==> src/rtl/cfgaddr_pkg.sv <==
package cfgaddr_pkg;

  // Strobes passed from control to datapath
  typedef struct packed {
    logic load;   // capture a freshly computed address/map pair
    logic clear;  // force outputs to zero for a rejected request
  } cfgStrobe_t;

  localparam logic [2:0] CFG_CYCLE_CODE = 3'b101;

endpackage

==> src/rtl/cfgaddr_ctrl.sv <==
module cfgaddr_ctrl
  import cfgaddr_pkg::*;
#(
  parameter int IN_W      = 10,
  parameter int LEGAL_MAX = 255
) (
  input  logic            clk,
  input  logic            rstN,
  input  logic            reqValid,
  input  logic [IN_W-1:0] busIn,
  input  logic [IN_W-1:0] devFnIn,
  input  logic [IN_W-1:0] regOffIn,
  output cfgStrobe_t      strobes,
  output logic            respValid,
  output logic            rangeErr
);

  localparam logic [IN_W-1:0] LIMIT = IN_W'(LEGAL_MAX);

  logic tooBig;

  always_comb begin
    tooBig        = (busIn > LIMIT) || (devFnIn > LIMIT) || (regOffIn > LIMIT);
    strobes.load  = reqValid && !tooBig;
    strobes.clear = reqValid && tooBig;
  end

  always_ff @(posedge clk or negedge rstN) begin
    if (!rstN) begin
      respValid <= 1'b0;
      rangeErr  <= 1'b0;
    end else begin
      respValid <= reqValid;
      if (reqValid) rangeErr <= tooBig;
    end
  end

  assert_resp_latency_R2: assert property (@(posedge clk) disable iff (!rstN)
    reqValid |=> respValid);
  assert_resp_idle_R2: assert property (@(posedge clk) disable iff (!rstN)
    !reqValid |=> !respValid);
  assert_err_flag_R9: assert property (@(posedge clk) disable iff (!rstN)
    (reqValid && (busIn > LIMIT)) |=> rangeErr);
  assert_err_clears_R9: assert property (@(posedge clk) disable iff (!rstN)
    strobes.load |=> !rangeErr);

endmodule

==> src/rtl/cfgaddr_dpath.sv <==
module cfgaddr_dpath
  import cfgaddr_pkg::*;
#(
  parameter int FIELD_W      = 8,
  parameter int ADDR_W       = 32,
  parameter int MAP_W        = 32,
  parameter int LOW_SLOT_MAX = 12
) (
  input  logic               clk,
  input  logic               rstN,
  input  cfgStrobe_t         strobes,
  input  logic [FIELD_W-1:0] busNum,
  input  logic [FIELD_W-1:0] devFn,
  input  logic [FIELD_W-1:0] regOff,
  output logic [ADDR_W-1:0]  cfgAddr,
  output logic [MAP_W-1:0]   mapVal
);

  localparam int FUNC_W       = 3;
  localparam int SLOT_W       = FIELD_W - FUNC_W;
  localparam int NUM_SLOTS    = 1 << SLOT_W;
  localparam int FUNC_LSB     = FIELD_W;
  localparam int DEV_LSB      = FUNC_LSB + FUNC_W;
  localparam int BUS_LSB      = 2 * FIELD_W;
  localparam int MAP_ADDR_LSB = 16;
  localparam int MAP_SHIFT    = MAP_ADDR_LSB - DEV_LSB;

  logic [SLOT_W-1:0]    slotNum;
  logic [NUM_SLOTS-1:0] slotHit;
  logic [ADDR_W-1:0]    addrDevSel;
  logic [MAP_W-1:0]     mapDevSel;
  logic [ADDR_W-1:0]    addrBase;
  logic [ADDR_W-1:0]    addrNext;
  logic [MAP_W-1:0]     mapNext;
  logic                 isLocal;

  assign slotNum = devFn[FIELD_W-1:FUNC_W];
  assign isLocal = (busNum == '0);

  for (genvar g = 0; g < NUM_SLOTS; g++) begin : g_slot
    assign slotHit[g] = (slotNum == SLOT_W'(g));
  end

  always_comb begin
    addrDevSel = '0;
    mapDevSel  = '0;
    for (int s = 0; s < NUM_SLOTS; s++) begin
      if (s <= LOW_SLOT_MAX) addrDevSel[s + DEV_LSB]   = slotHit[s];
      else                   mapDevSel[s - MAP_SHIFT]  = slotHit[s];
    end
  end

  always_comb begin
    addrBase   = '0;
    mapNext    = '0;
    mapNext[3:1] = CFG_CYCLE_CODE;
    if (isLocal) begin
      addrBase[FUNC_LSB +: FUNC_W] = devFn[FUNC_W-1:0];
      addrBase = addrBase | addrDevSel;
      mapNext  = mapNext | mapDevSel;
    end else begin
      mapNext[0] = 1'b1;
      addrBase[BUS_LSB +: FIELD_W]  = busNum;
      addrBase[FUNC_LSB +: FIELD_W] = devFn;
    end
    addrNext = addrBase + ADDR_W'(regOff);
  end

  always_ff @(posedge clk or negedge rstN) begin
    if (!rstN) begin
      cfgAddr <= '0;
      mapVal  <= '0;
    end else if (strobes.clear) begin
      cfgAddr <= '0;
      mapVal  <= '0;
    end else if (strobes.load) begin
      cfgAddr <= addrNext;
      mapVal  <= mapNext;
    end
  end

  assert_cycle_code_R7: assert property (@(posedge clk) disable iff (!rstN)
    strobes.load |=> mapVal[3:1] == 3'b101);
  assert_bus_kind_R3: assert property (@(posedge clk) disable iff (!rstN)
    strobes.load |=> mapVal[0] == ($past(busNum) != '0));
  assert_dev_onehot_R4: assert property (@(posedge clk) disable iff (!rstN)
    (strobes.load && isLocal) |=> $onehot0(cfgAddr[ADDR_W-1:DEV_LSB]));
  assert_high_slot_R5: assert property (@(posedge clk) disable iff (!rstN)
    (strobes.load && isLocal && (slotNum > SLOT_W'(LOW_SLOT_MAX)))
      |=> (cfgAddr[ADDR_W-1:DEV_LSB] == '0) && ($countones(mapVal[MAP_W-1:4]) == 1));
  assert_type1_top_R6: assert property (@(posedge clk) disable iff (!rstN)
    (strobes.load && !isLocal) |=> (cfgAddr[ADDR_W-1:BUS_LSB+FIELD_W] == '0)
      && (mapVal[MAP_W-1:4] == '0));
  assert_offset_low_R8: assert property (@(posedge clk) disable iff (!rstN)
    strobes.load |=> cfgAddr[FIELD_W-1:0] == $past(regOff));
  assert_zero_on_err_R9: assert property (@(posedge clk) disable iff (!rstN)
    strobes.clear |=> (cfgAddr == '0) && (mapVal == '0));
  assert_hold_R10: assert property (@(posedge clk) disable iff (!rstN)
    (!strobes.load && !strobes.clear) |=> $stable(cfgAddr) && $stable(mapVal));

endmodule

==> src/rtl/cfgAddrGen.sv <==
module cfgAddrGen
  import cfgaddr_pkg::*;
#(
  parameter int IN_W   = 10,
  parameter int ADDR_W = 32,
  parameter int MAP_W  = 32
) (
  input  logic              clk,
  input  logic              rstN,
  input  logic              reqValid,
  input  logic [IN_W-1:0]   busIn,
  input  logic [IN_W-1:0]   devFnIn,
  input  logic [IN_W-1:0]   regOffIn,
  output logic              respValid,
  output logic              rangeErr,
  output logic [ADDR_W-1:0] cfgAddr,
  output logic [MAP_W-1:0]  mapVal
);

  localparam int FIELD_W   = 8;
  localparam int LEGAL_MAX = (1 << FIELD_W) - 1;

  cfgStrobe_t strobes;

  cfgaddr_ctrl #(
    .IN_W      (IN_W),
    .LEGAL_MAX (LEGAL_MAX)
  ) i_ctrl (
    .clk       (clk),
    .rstN      (rstN),
    .reqValid  (reqValid),
    .busIn     (busIn),
    .devFnIn   (devFnIn),
    .regOffIn  (regOffIn),
    .strobes   (strobes),
    .respValid (respValid),
    .rangeErr  (rangeErr)
  );

  cfgaddr_dpath #(
    .FIELD_W      (FIELD_W),
    .ADDR_W       (ADDR_W),
    .MAP_W        (MAP_W),
    .LOW_SLOT_MAX (12)
  ) i_dpath (
    .clk     (clk),
    .rstN    (rstN),
    .strobes (strobes),
    .busNum  (busIn[FIELD_W-1:0]),
    .devFn   (devFnIn[FIELD_W-1:0]),
    .regOff  (regOffIn[FIELD_W-1:0]),
    .cfgAddr (cfgAddr),
    .mapVal  (mapVal)
  );

endmodule

==> config.mk <==
export PLATFORM = sky130hd
export DESIGN_NAME = cfgAddrGen
export DESIGN_NICKNAME = d
export VERILOG_FILES = /design/src/rtl/cfgaddr_pkg.sv /design/src/rtl/cfgaddr_ctrl.sv /design/src/rtl/cfgaddr_dpath.sv /design/src/rtl/cfgAddrGen.sv
export SDC_FILE = /design/constraint.sdc
export NUM_CORES = 1
export LEC_CHECK = 0
export BUFFER_PORTS_ARGS = -buffer_cell sky130_fd_sc_hd__buf_2
export CAP_MARGIN = 20
export CELL_PAD_IN_SITES_DETAIL_PLACEMENT = 1
export CELL_PAD_IN_SITES_GLOBAL_PLACEMENT = 2
export CORE_MARGIN = 3
export CORE_UTILIZATION = 28
export DETAILED_ROUTE_END_ITERATION = 12
export PLACE_DENSITY = 0.88
export SLEW_MARGIN = 20
export SYNTH_ARGS = -nofsm -noshare
export SYNTH_HDL_FRONTEND = slang
export SYNTH_HIERARCHICAL = 1
export SYNTH_SLANG_ARGS = --single-unit
==> constraint.sdc <==
create_clock -name clk -period 1.2 [get_ports clk]
set_input_delay 0.24 -clock clk [delete_from_list [all_inputs] [get_ports clk]]
set_output_delay 0.24 -clock clk [all_outputs]
set_load 0.05 [all_outputs]
==> impl_results.md, run 1 <==
- Outcome: finished with violations
- Failing checks: negative setup slack
- Commonest non-fill, non-tap cell in the layout: buf_4
- DIE HEIGHT: between 90 and 100 microns
- WHS Endpoint: i_ctrl/respValid
- Critical Setup Path Class: in -> reg
- Share of the synthesized area in the top cell type: 50.4%
- R2R depth: 1
- Dpl hpwl: 5580 microns
- Routed WL: 8870 microns
- Critical-path cell list: buf_6 -> nor4_4 -> and3_4 -> buf_8 -> buf_12 -> buf_16 -> mux2i_1 -> nor2_1
- # fillers: about 890
- Psw: 0.953 mW
- Period utilization: 115%
- Static Leak: 1.78 nW
- Commonest non-fill, non-tap cells in the layout: buf_4 (50), dfrtp_1 (47), buf_2 (37)
- Final Max Tran Viols: 0
- Worst skew pair latency: 300 ps
- CTS tree: built
- HP Start: reqValid
- Post-synth EDFFs: 0
- Most area-consuming cells after synthesis: dfrtp_1 (50%), buf_4 (6.4%), mux2i_1 (6.4%), nand2_1 (4.3%), nor2_1 (3.7%)
- Placed cells: 435
- Core Area: 0.00789 sq mm
- Pwr dens: 914 mW/mm^2
- Worst reg2reg endpoint: i_dpath/cfgAddr[12]
- Place WS: -618 ps
- Switching Fraction: 26.7%
- Post-layout minimum cycle time: 1380 ps
- Yosys warnings: 6
- Endpoint class of the critical path: flip-flop
- Largest net degree at the start of global routing: 48
- Worst hold slack: just over 90 ps
- Gpl congestion: between 0.7 and 0.8
- H-tree levels: 2
- WL per Instance: ~19 microns
- Layout cells sized above 1: 54.1%
- Non-Filler Instances: 459
- Worst EP arrival: 1570 ps
- Die Width: 97.3 microns
- Layout Area Growth over Synthesis: 67.3%
- CP required: 1400 ps
- Comb pwr share: 16.0%
- Cell Int Power: 2.61 mW
- Startpoint Class: primary input
- Gate Count Post-Synth: 230
- DR pass1 iterations: 4
- R2R Path Start: i_dpath/cfgAddr[12]
- CTS buffer count: 5
- Initial Util: between 20% and 30%
- CP peak stage delay: around 280 ps
- Synth Register Bits: 47
- RSZ-0062 raised after global routing: yes
- Hold WC Path Type: in -> reg
- Clock Power Share: 39.3%
- Final Skew: 0 ps
- Fraction of registers with async set/reset: 100%
- Crit. Startpoint: busIn[8]
- Buf+Inv Stages, Crit Path: 4
- Crit-path slowest cell: nor4_4
- # rows: 32
- Total grt overflow: 0
- Vias in the first global route: around 2.4k
- Antenna viol nets, final: 0
- Mapped Area: 0.00233 sq mm
- Max frequency: 726 MHz
- Remaining routing DRC violations: 0
- I/O Pins: 99
- Clock-pin slew on the worst setup and hold paths: ~90 ps
- Cell taking the most area after synthesis: dfrtp_1
- Clock sink total: 47
- Final Net Count: 389
- N_diodes: 0
- Sequential area share after synthesis: 50.4%
- Crit-path leading delay family: simple AND/OR/NAND/NOR gates
- DR vias: 2259
- GRT Total Usage: 17.5%
- Final WS setup: -177 ps
- Seq pwr share: 44.7%
- Hold path depth: 1
- CP Max Fanout: 6
- Cell variety after synth: 43
- Root Buffer: clkbuf_8
- Count of final hold-check violations: 0
- Die area: around 0.0095 sq mm
- Vias/cell: about 4.9
- Deepest clock path buffer count: 2
- R2R Setup Slk: 290 ps
- VDD IR max: ~0.63 mV
- First-pass GRT wire length: roughly 13000 microns
- Top_reg_cell synth: dfrtp_1
- Final setup vio count: 44
- DR iter-0 viols: 96
- Buffers on Ports: 80
- Initial antenna violation count: 0
- Max-cap viol count: 0
- Total power: approximately 3.6 mW
- Syn_area_per_cell: 10.1 sq um
[power groups by stage]
| stage | Sequential [mW] | Combinational (mW) | Clock [mW] |
|---|---|---|---|
| finish | 1.59 | 0.571 | 1.40 |
| global route | 1.59 | 0.603 | 1.50 |
| CTS | 1.59 | 0.523 | 1.43 |
| detailed placement | 1.62 | 0.470 | 0 |
| global placement | 1.62 | 0.460 | 0 |
| floorplan | 1.65 | 0.272 | 0 |
[synth_stat cells, types with 2 or more instances]
library cell and n:
dfrtp_1 47, nand2_1 27, nor2_1 23, buf_4 20, mux2i_1 15, o21ai_0 15
clkbuf_1 10, nand3b_1 6, nand4_1 6, buf_2 4, nand3_1 4, a211oi_1 3
a21oi_1 3, inv_1 3, nor3b_1 3, nor4b_1 3, o22ai_1 3, o41ai_1 3
a41oi_1 2, and2_0 2, and3_1 2, buf_6 2, nand3_2 2, nor4_4 2
o211ai_1 2
[final cells by class]
class	instances	area (sq um)	area share, %
Timing Repair Buffer	138	1160	29.7
Tap cell	102	128	3.27
Clock inverter	3	67.6	1.73
Sequential cell	47	1180	30.1
Inverter	3	11.3	0.289
Clock buffer	5	68.8	1.76
Multi-Input combinational cell	161	1290	33.1
[logic make-up after synthesis]
group                  synth area share [%]
and+or+nand+nor                        21.0
DFF                                    50.4
buffers and inverters                  10.4
AOI/OAI and AO/OA                      11.6
muxes                                  6.44
other                                 0.161
[flip-flops by register name, indices dropped and copies added (netlist names)]
signal	cells
i_ctrl/rangeErr	1
i_dpath/cfgAddr	24
i_dpath/mapVal	21
i_ctrl/respValid	1
[layer usage]
layer / vias up / share of wire (%) / track usage [%]
met5: - / 0 / 0
met2: 75 / 52 / 30.1
met3: 16 / 4.7 / 3.59
met1: 1142 / 41 / 20.9
met4: 0 / 2.2 / 8.09
li1: 1026 / - / -
[metrics by stage]
stage                     setup TNS (ps)  util [%]  cell area, sq um
after floorplan                   -10970         -              2450
after detailed placement          -22040      39.4              3110
final                              -4240      49.5              3900
after global routing               -7290      49.5              3900
after CTS                          -3490      45.6              3590
after global placement            -19640      39.4              3110
[how the worst max path moves through the flow]
stage,slack (ps),endpoint,cells past startpoint
after global routing,-250,i_dpath/cfgAddr[5],8
after detailed placement,-620,i_dpath/mapVal[21],7
after global placement,-510,i_dpath/mapVal[9],7
after CTS,-150,i_dpath/mapVal[24],7
after floorplan,-350,i_dpath/mapVal[11],7
final,-180,i_dpath/cfgAddr[10],8
[what timing repair did]
item                                    in CTS  in global routing
endpoints found under the setup margin      54                 79
gates resized for setup                     64                 76
hold buffers                                 1                  0
hold endpoints to repair                    47                  0
gates cloned                                 2                  1
buffers inserted                             6                  8
pin swaps                                   30                 18
Note: power is estimated with default switching activity, not from simulation.
==> run 2, diff against run 1 <==
--- a/config.mk
+++ b/config.mk
@@ -5,8 +5,8 @@
 export SDC_FILE = /design/constraint.sdc
 export NUM_CORES = 1
 export LEC_CHECK = 0
-export BUFFER_PORTS_ARGS = -buffer_cell sky130_fd_sc_hd__buf_2
-export CAP_MARGIN = 20
+export BUFFER_PORTS_ARGS = -buffer_cell sky130_fd_sc_hd__buf_4
+export CAP_MARGIN = 25
 export CELL_PAD_IN_SITES_DETAIL_PLACEMENT = 1
 export CELL_PAD_IN_SITES_GLOBAL_PLACEMENT = 2
 export CORE_MARGIN = 3
==> impl_results.md, run 2 (synthesis results as in run 1) <==
- Static Leak: 1.72 nW
- Vias/cell: 4.83
- VDD IR max: 0.377 mV
- N_diodes: 0
- CP peak stage delay: 280 ps
- M1 wire length: 3250 microns
- Hold WC Path Type: in -> reg
- Clock Power Share: 35.9%
- Switching Fraction: between 20% and 30%
- Final instance area: 0.00373 sq mm
- Hold path depth: 1
- CP required: 1390 ps
- Met2 WL: 4040 microns
- WL per Instance: 17.4 microns
- Pwr dens: 900 mW/mm^2
- Final Net Count: approximately 380
- Clock-pin slew on the worst setup and hold paths: 90 ps
- Max-cap viol count: 0
- Met3 Routed Length: 426 microns
- Non-Filler Instances: 451
- GRT Total Usage: about 16%
- I/O Pins: 99
- Total grt overflow: 0
- Critical-path cell list: buf_6 -> nor4_4 -> and3_4 -> buf_4 -> bufbuf_16 -> mux2i_1 -> nor2_1
- Buffers on Ports: 80
- Layout cells sized above 1: approximately 50%
- Final Skew: 0 ps
- Remaining routing DRC violations: 0
- Top reg by flops: i_dpath/cfgAddr
- CTS tree: built
- Multi-input combinational cell area: 0.00118 sq mm
- Max FFs per register: 24
- Dpl hpwl: 5600 microns
- Initial Util: 29.6%
- Core Area: 0.00789 sq mm
- Max layer used: met4
- Startpoint Class: primary input
- Seq. cell area: between 0.001 and 0.0015 sq mm
- Commonest non-fill, non-tap cells in the layout: buf_4 (111), dfrtp_1 (47), nand2_1 (25)
- Crit-path leading delay family: simple AND/OR/NAND/NOR gates
- Worst skew pair latency: about 290 ps
- H-tree levels: 2
- Commonest non-fill, non-tap cell in the layout: buf_4
- Psw: a little under 0.9 mW
- # rows: 32
- DIE HEIGHT: 97.3 microns
- R2R depth: 2
- Final WS setup: -189 ps
- DR iter-0 viols: 47
- Routed WL: 7830 microns
- Post-DP Area: 0.00329 sq mm
- Initial antenna violation count: 0
- Clock sink total: between 40 and 50
- Crit-path slowest cell: bufbuf_16
- DR vias: ~2.2k
- Gpl congestion: 0.826
- # fillers: 890
- Period utilization: 116%
- Deepest clock path buffer count: 2
- RSZ-0062 raised after global routing: yes
- Final Max Tran Viols: 0
- Max frequency: 720 MHz
- Endpoint class of the critical path: flip-flop
- Antenna viol nets, final: 0
- CTS buffer count: 5
- Stages on the worst setup path: 7
- Cell Int Power: 2.47 mW
- First-pass GRT wire length: approximately 12000 microns
- Biggest registers after layout: i_dpath/cfgAddr (24), i_dpath/mapVal (21)
- Failing checks: negative setup slack
- Buf+Inv Stages, Crit Path: 3
- Worst EP arrival: 1580 ps
- Die area: 0.00946 sq mm
- Final setup vio count: 45
- Count of final hold-check violations: 0
- DR pass1 iterations: 3
- Die Width: 97.3 microns
- Post-layout minimum cycle time: between 1000 and 1500 ps
- Comb pwr share: 16.7%
- Critical Setup Path Class: in -> reg
- Root Buffer: clkbuf_8
- Final Util: about 47%
- Layout Area Growth over Synthesis: 59.9%
- Vias in the first global route: 2439
- Largest net degree at the start of global routing: 29
- Placed cells: roughly 430
- Outcome: finished with violations
- CP Max Fanout: 7
- Seq pwr share: 47.5%
-- run 2: worst paths after layout --
| kind | slack [ps] | end | startpoint |
|---|---|---|---|
| setup / recovery | -190 | i_dpath/cfgAddr[9] | devFnIn[8] |
| hold / removal | 90 | i_ctrl/respValid | reqValid |
| setup reg to reg | 300 | i_dpath/cfgAddr[15] | i_dpath/cfgAddr[15] |
| hold reg to reg | 490 | i_dpath/mapVal[19] | i_dpath/mapVal[19] |
| max in group asynchronous | 380 | i_dpath/cfgAddr[23] | rstN |
| min in group asynchronous | 380 | i_dpath/cfgAddr[9] | rstN |
-- run 2: power groups by stage --
stage | clock, mW | combinational [mW] | sequential, mW
global placement | 0 | 0.491 | 1.62
finish | 1.20 | 0.559 | 1.59
CTS | 1.23 | 0.540 | 1.59
floorplan | 0 | 0.272 | 1.65
global route | 1.29 | 0.592 | 1.59
detailed placement | 0 | 0.498 | 1.62
-- run 2: area by class of cell --
class	instances	share of cell area, %
sequential	47	31.5
tap	102	3.42
clock inverter	2	0.940
timing repair buffer	130	29.9
multi-input combinational	161	31.7
clock buffer	6	2.21
inverter	3	0.302
-- run 2: timing repair --
action	4_1_cts	5_1_grt
hold buffers	1	0
pin swaps	22	6
setup endpoints to repair	44	45
buffers inserted	6	2
gates cloned	1	0
gates resized for setup	38	21
endpoints found under the hold margin	19	0
-- run 2: stage by stage --
stage                     TNS, ps  hold slack (ps)  setup slack, ps  power, mW
final                       -4510             85.3             -189       3.35
after global routing        -7070             78.9             -247       3.47
after CTS                   -4470             76.8             -164       3.36
after detailed placement   -21020              150             -556       2.12
after global placement     -19920              153             -532       2.12
after floorplan            -10970            -55.6             -350       1.92
-- run 2: per-layer routing --
| metal | up-vias | GRT usage, % |
|---|---|---|
| met1 | 1087 | 18.6 |
| met4 | 0 | 5.22 |
| met3 | 9 | 3.52 |
| met5 | - | 0 |
| li1 | 1012 | - |
| met2 | 70 | 29.2 |
==> run 3, diff against run 2 <==
--- a/config.mk
+++ b/config.mk
@@ -12,7 +12,8 @@
 export CORE_MARGIN = 3
 export CORE_UTILIZATION = 28
 export DETAILED_ROUTE_END_ITERATION = 12
-export PLACE_DENSITY = 0.88
+export MAX_ROUTING_LAYER = met4
+export PLACE_DENSITY = 0.82
 export SLEW_MARGIN = 20
 export SYNTH_ARGS = -nofsm -noshare
 export SYNTH_HDL_FRONTEND = slang
==> impl_results.md, run 3 (synthesis results as in run 1) <==
- Outcome: finished with violations
- Failing checks: negative setup slack
- WL per Instance: 17.5 microns
- Die area: roughly 0.0095 sq mm
- Post-DP Area: 0.00327 sq mm
- Routed WL: just under 8000 microns
- Root Buffer: clkbuf_8
- Final WS setup: -162 ps
- Total grt overflow: 0
- Buffers on Ports: 80
- Max FFs per register: 24
- Max layer used: met4
- Core Area: a little under 0.008 sq mm
- H-tree levels: 2
- CP Max Fanout: 7
- Worst hold slack: 85.2 ps
- CP required: 1400 ps
- Hold WC Path Type: in -> reg
- Clock sink total: 47
- CTS buffer count: 5
- M1 wire length: 3300 microns
- Layout cells sized above 1: 51.4%
- # fillers: between 800 and 900
- Period utilization: 113%
- VDD IR max: between 0.4 and 0.5 mV
- Met3 Routed Length: 375 microns
- Static Leak: around 1.7 nW
- Non-Filler Instances: around 450
- First-pass GRT wire length: 12100 microns
- # rows: 32
- Antenna viol nets, final: 0
- N_diodes: 0
- Met2 WL: a little over 4000 microns
- Initial antenna violation count: 0
- DR pass1 iterations: 4
- Count of final hold-check violations: 0
- CTS tree: built
- RSZ-0062 raised after global routing: yes
- GRT Total Usage: roughly 16%
- I/O Pins: 99
- Deepest clock path buffer count: 2
- Pwr dens: between 800 and 900 mW/mm^2
- Max-cap viol count: 0
- Worst skew pair latency: 300 ps
- Startpoint Class: primary input
- Gpl congestion: 0.846
- Final instance area: approximately 0.0038 sq mm
- Die Width: 97.3 microns
- Final Max Tran Viols: 0
- Commonest non-fill, non-tap cells in the layout: buf_4 (109), dfrtp_1 (47), nand2_1 (27)
- Max frequency: 734 MHz
- Top reg by flops: i_dpath/cfgAddr
- TNS Setup: -3640 ps
- Biggest registers after layout: i_dpath/cfgAddr (24), i_dpath/mapVal (21)
- Total power: 3.18 mW
- Vias/cell: about 4.8
- Endpoint class of the critical path: flip-flop
- Final setup vio count: 42
- Final Util: a little under half
- Worst EP arrival: 1560 ps
- Remaining routing DRC violations: 0
- Place WS: -594 ps
- Critical Setup Path Class: in -> reg
- Initial Util: 29.6%
- DR vias: 2191
- Post-layout minimum cycle time: around 1400 ps
- DIE HEIGHT: 97.3 microns
- DR iter-0 viols: a little under 70
- Largest net degree at the start of global routing: 24
- Vias in the first global route: 2339
- Final Net Count: around 380
- Commonest non-fill, non-tap cell in the layout: buf_4
- Layout Area Growth over Synthesis: 61.1%
- Placed cells: approximately 430
- Clock-pin slew on the worst setup and hold paths: 90 ps
- Final Skew: 0 ps
- Dpl hpwl: 5430 microns
==> run 3: where the power goes <==
part	internal, mW	leakage [nW]	switching (mW)	total (mW)
combinational	0.205	1.01	0.354	0.559
clock	0.471	0.0474	0.554	1.02
sequential	1.59	0.649	0.00430	1.59
total	2.26	1.71	0.913	3.18
==> run 3: metal layers <==
| metal | vias up | track usage [%] |
|---|---|---|
| li1 | 1012 | - |
| met1 | 1096 | 19.1 |
| met2 | 77 | 27.3 |
| met3 | 6 | 2.37 |
| met4 | 0 | 5.64 |
| met5 | - | - |
==> run 3: final timing paths <==
path                                     start                  end  slack (ps)  cells past startpoint
min reg2reg                  i_dpath/mapVal[9]    i_dpath/mapVal[9]         500                      2
min in group asynchronous                 rstN   i_dpath/cfgAddr[0]         370                      2
min                                   reqValid     i_ctrl/respValid          90                      1
max reg2reg                i_dpath/cfgAddr[15]  i_dpath/cfgAddr[15]         190                      2
max in group asynchronous                 rstN     i_ctrl/respValid         410                      3
max                                 devFnIn[8]  i_dpath/cfgAddr[14]        -160                      7
==> run 3: what timing repair did <==
item                                   4_1_cts  5_1_grt
resized for setup                           42       32
hold buffers                                 1        0
setup endpoints to repair                   44       47
buffers inserted                             7        3
endpoints found under the hold margin       15        0
pin swaps                                   16       11
cloned                                       0        1
==> run 3: final cells by class <==
cell class | count | area [sq um] | share of cell area, %
Clock inverter | 2 | 16.3 | 0.433
Inverter | 3 | 11.3 | 0.300
Multi-Input combinational cell | 161 | 1200 | 32.0
Timing Repair Buffer | 131 | 1140 | 30.3
Sequential cell | 47 | 1180 | 31.3
Clock buffer | 6 | 82.6 | 2.20
Tap cell | 102 | 128 | 3.40
==> run 3: critical path, stage by stage <==
cell and delay [ps]:
buf_6 90, nor4_4 270, and3_4 310, nor4b_4 260, buf_4 160, nand4_1 120
o311ai_2 100
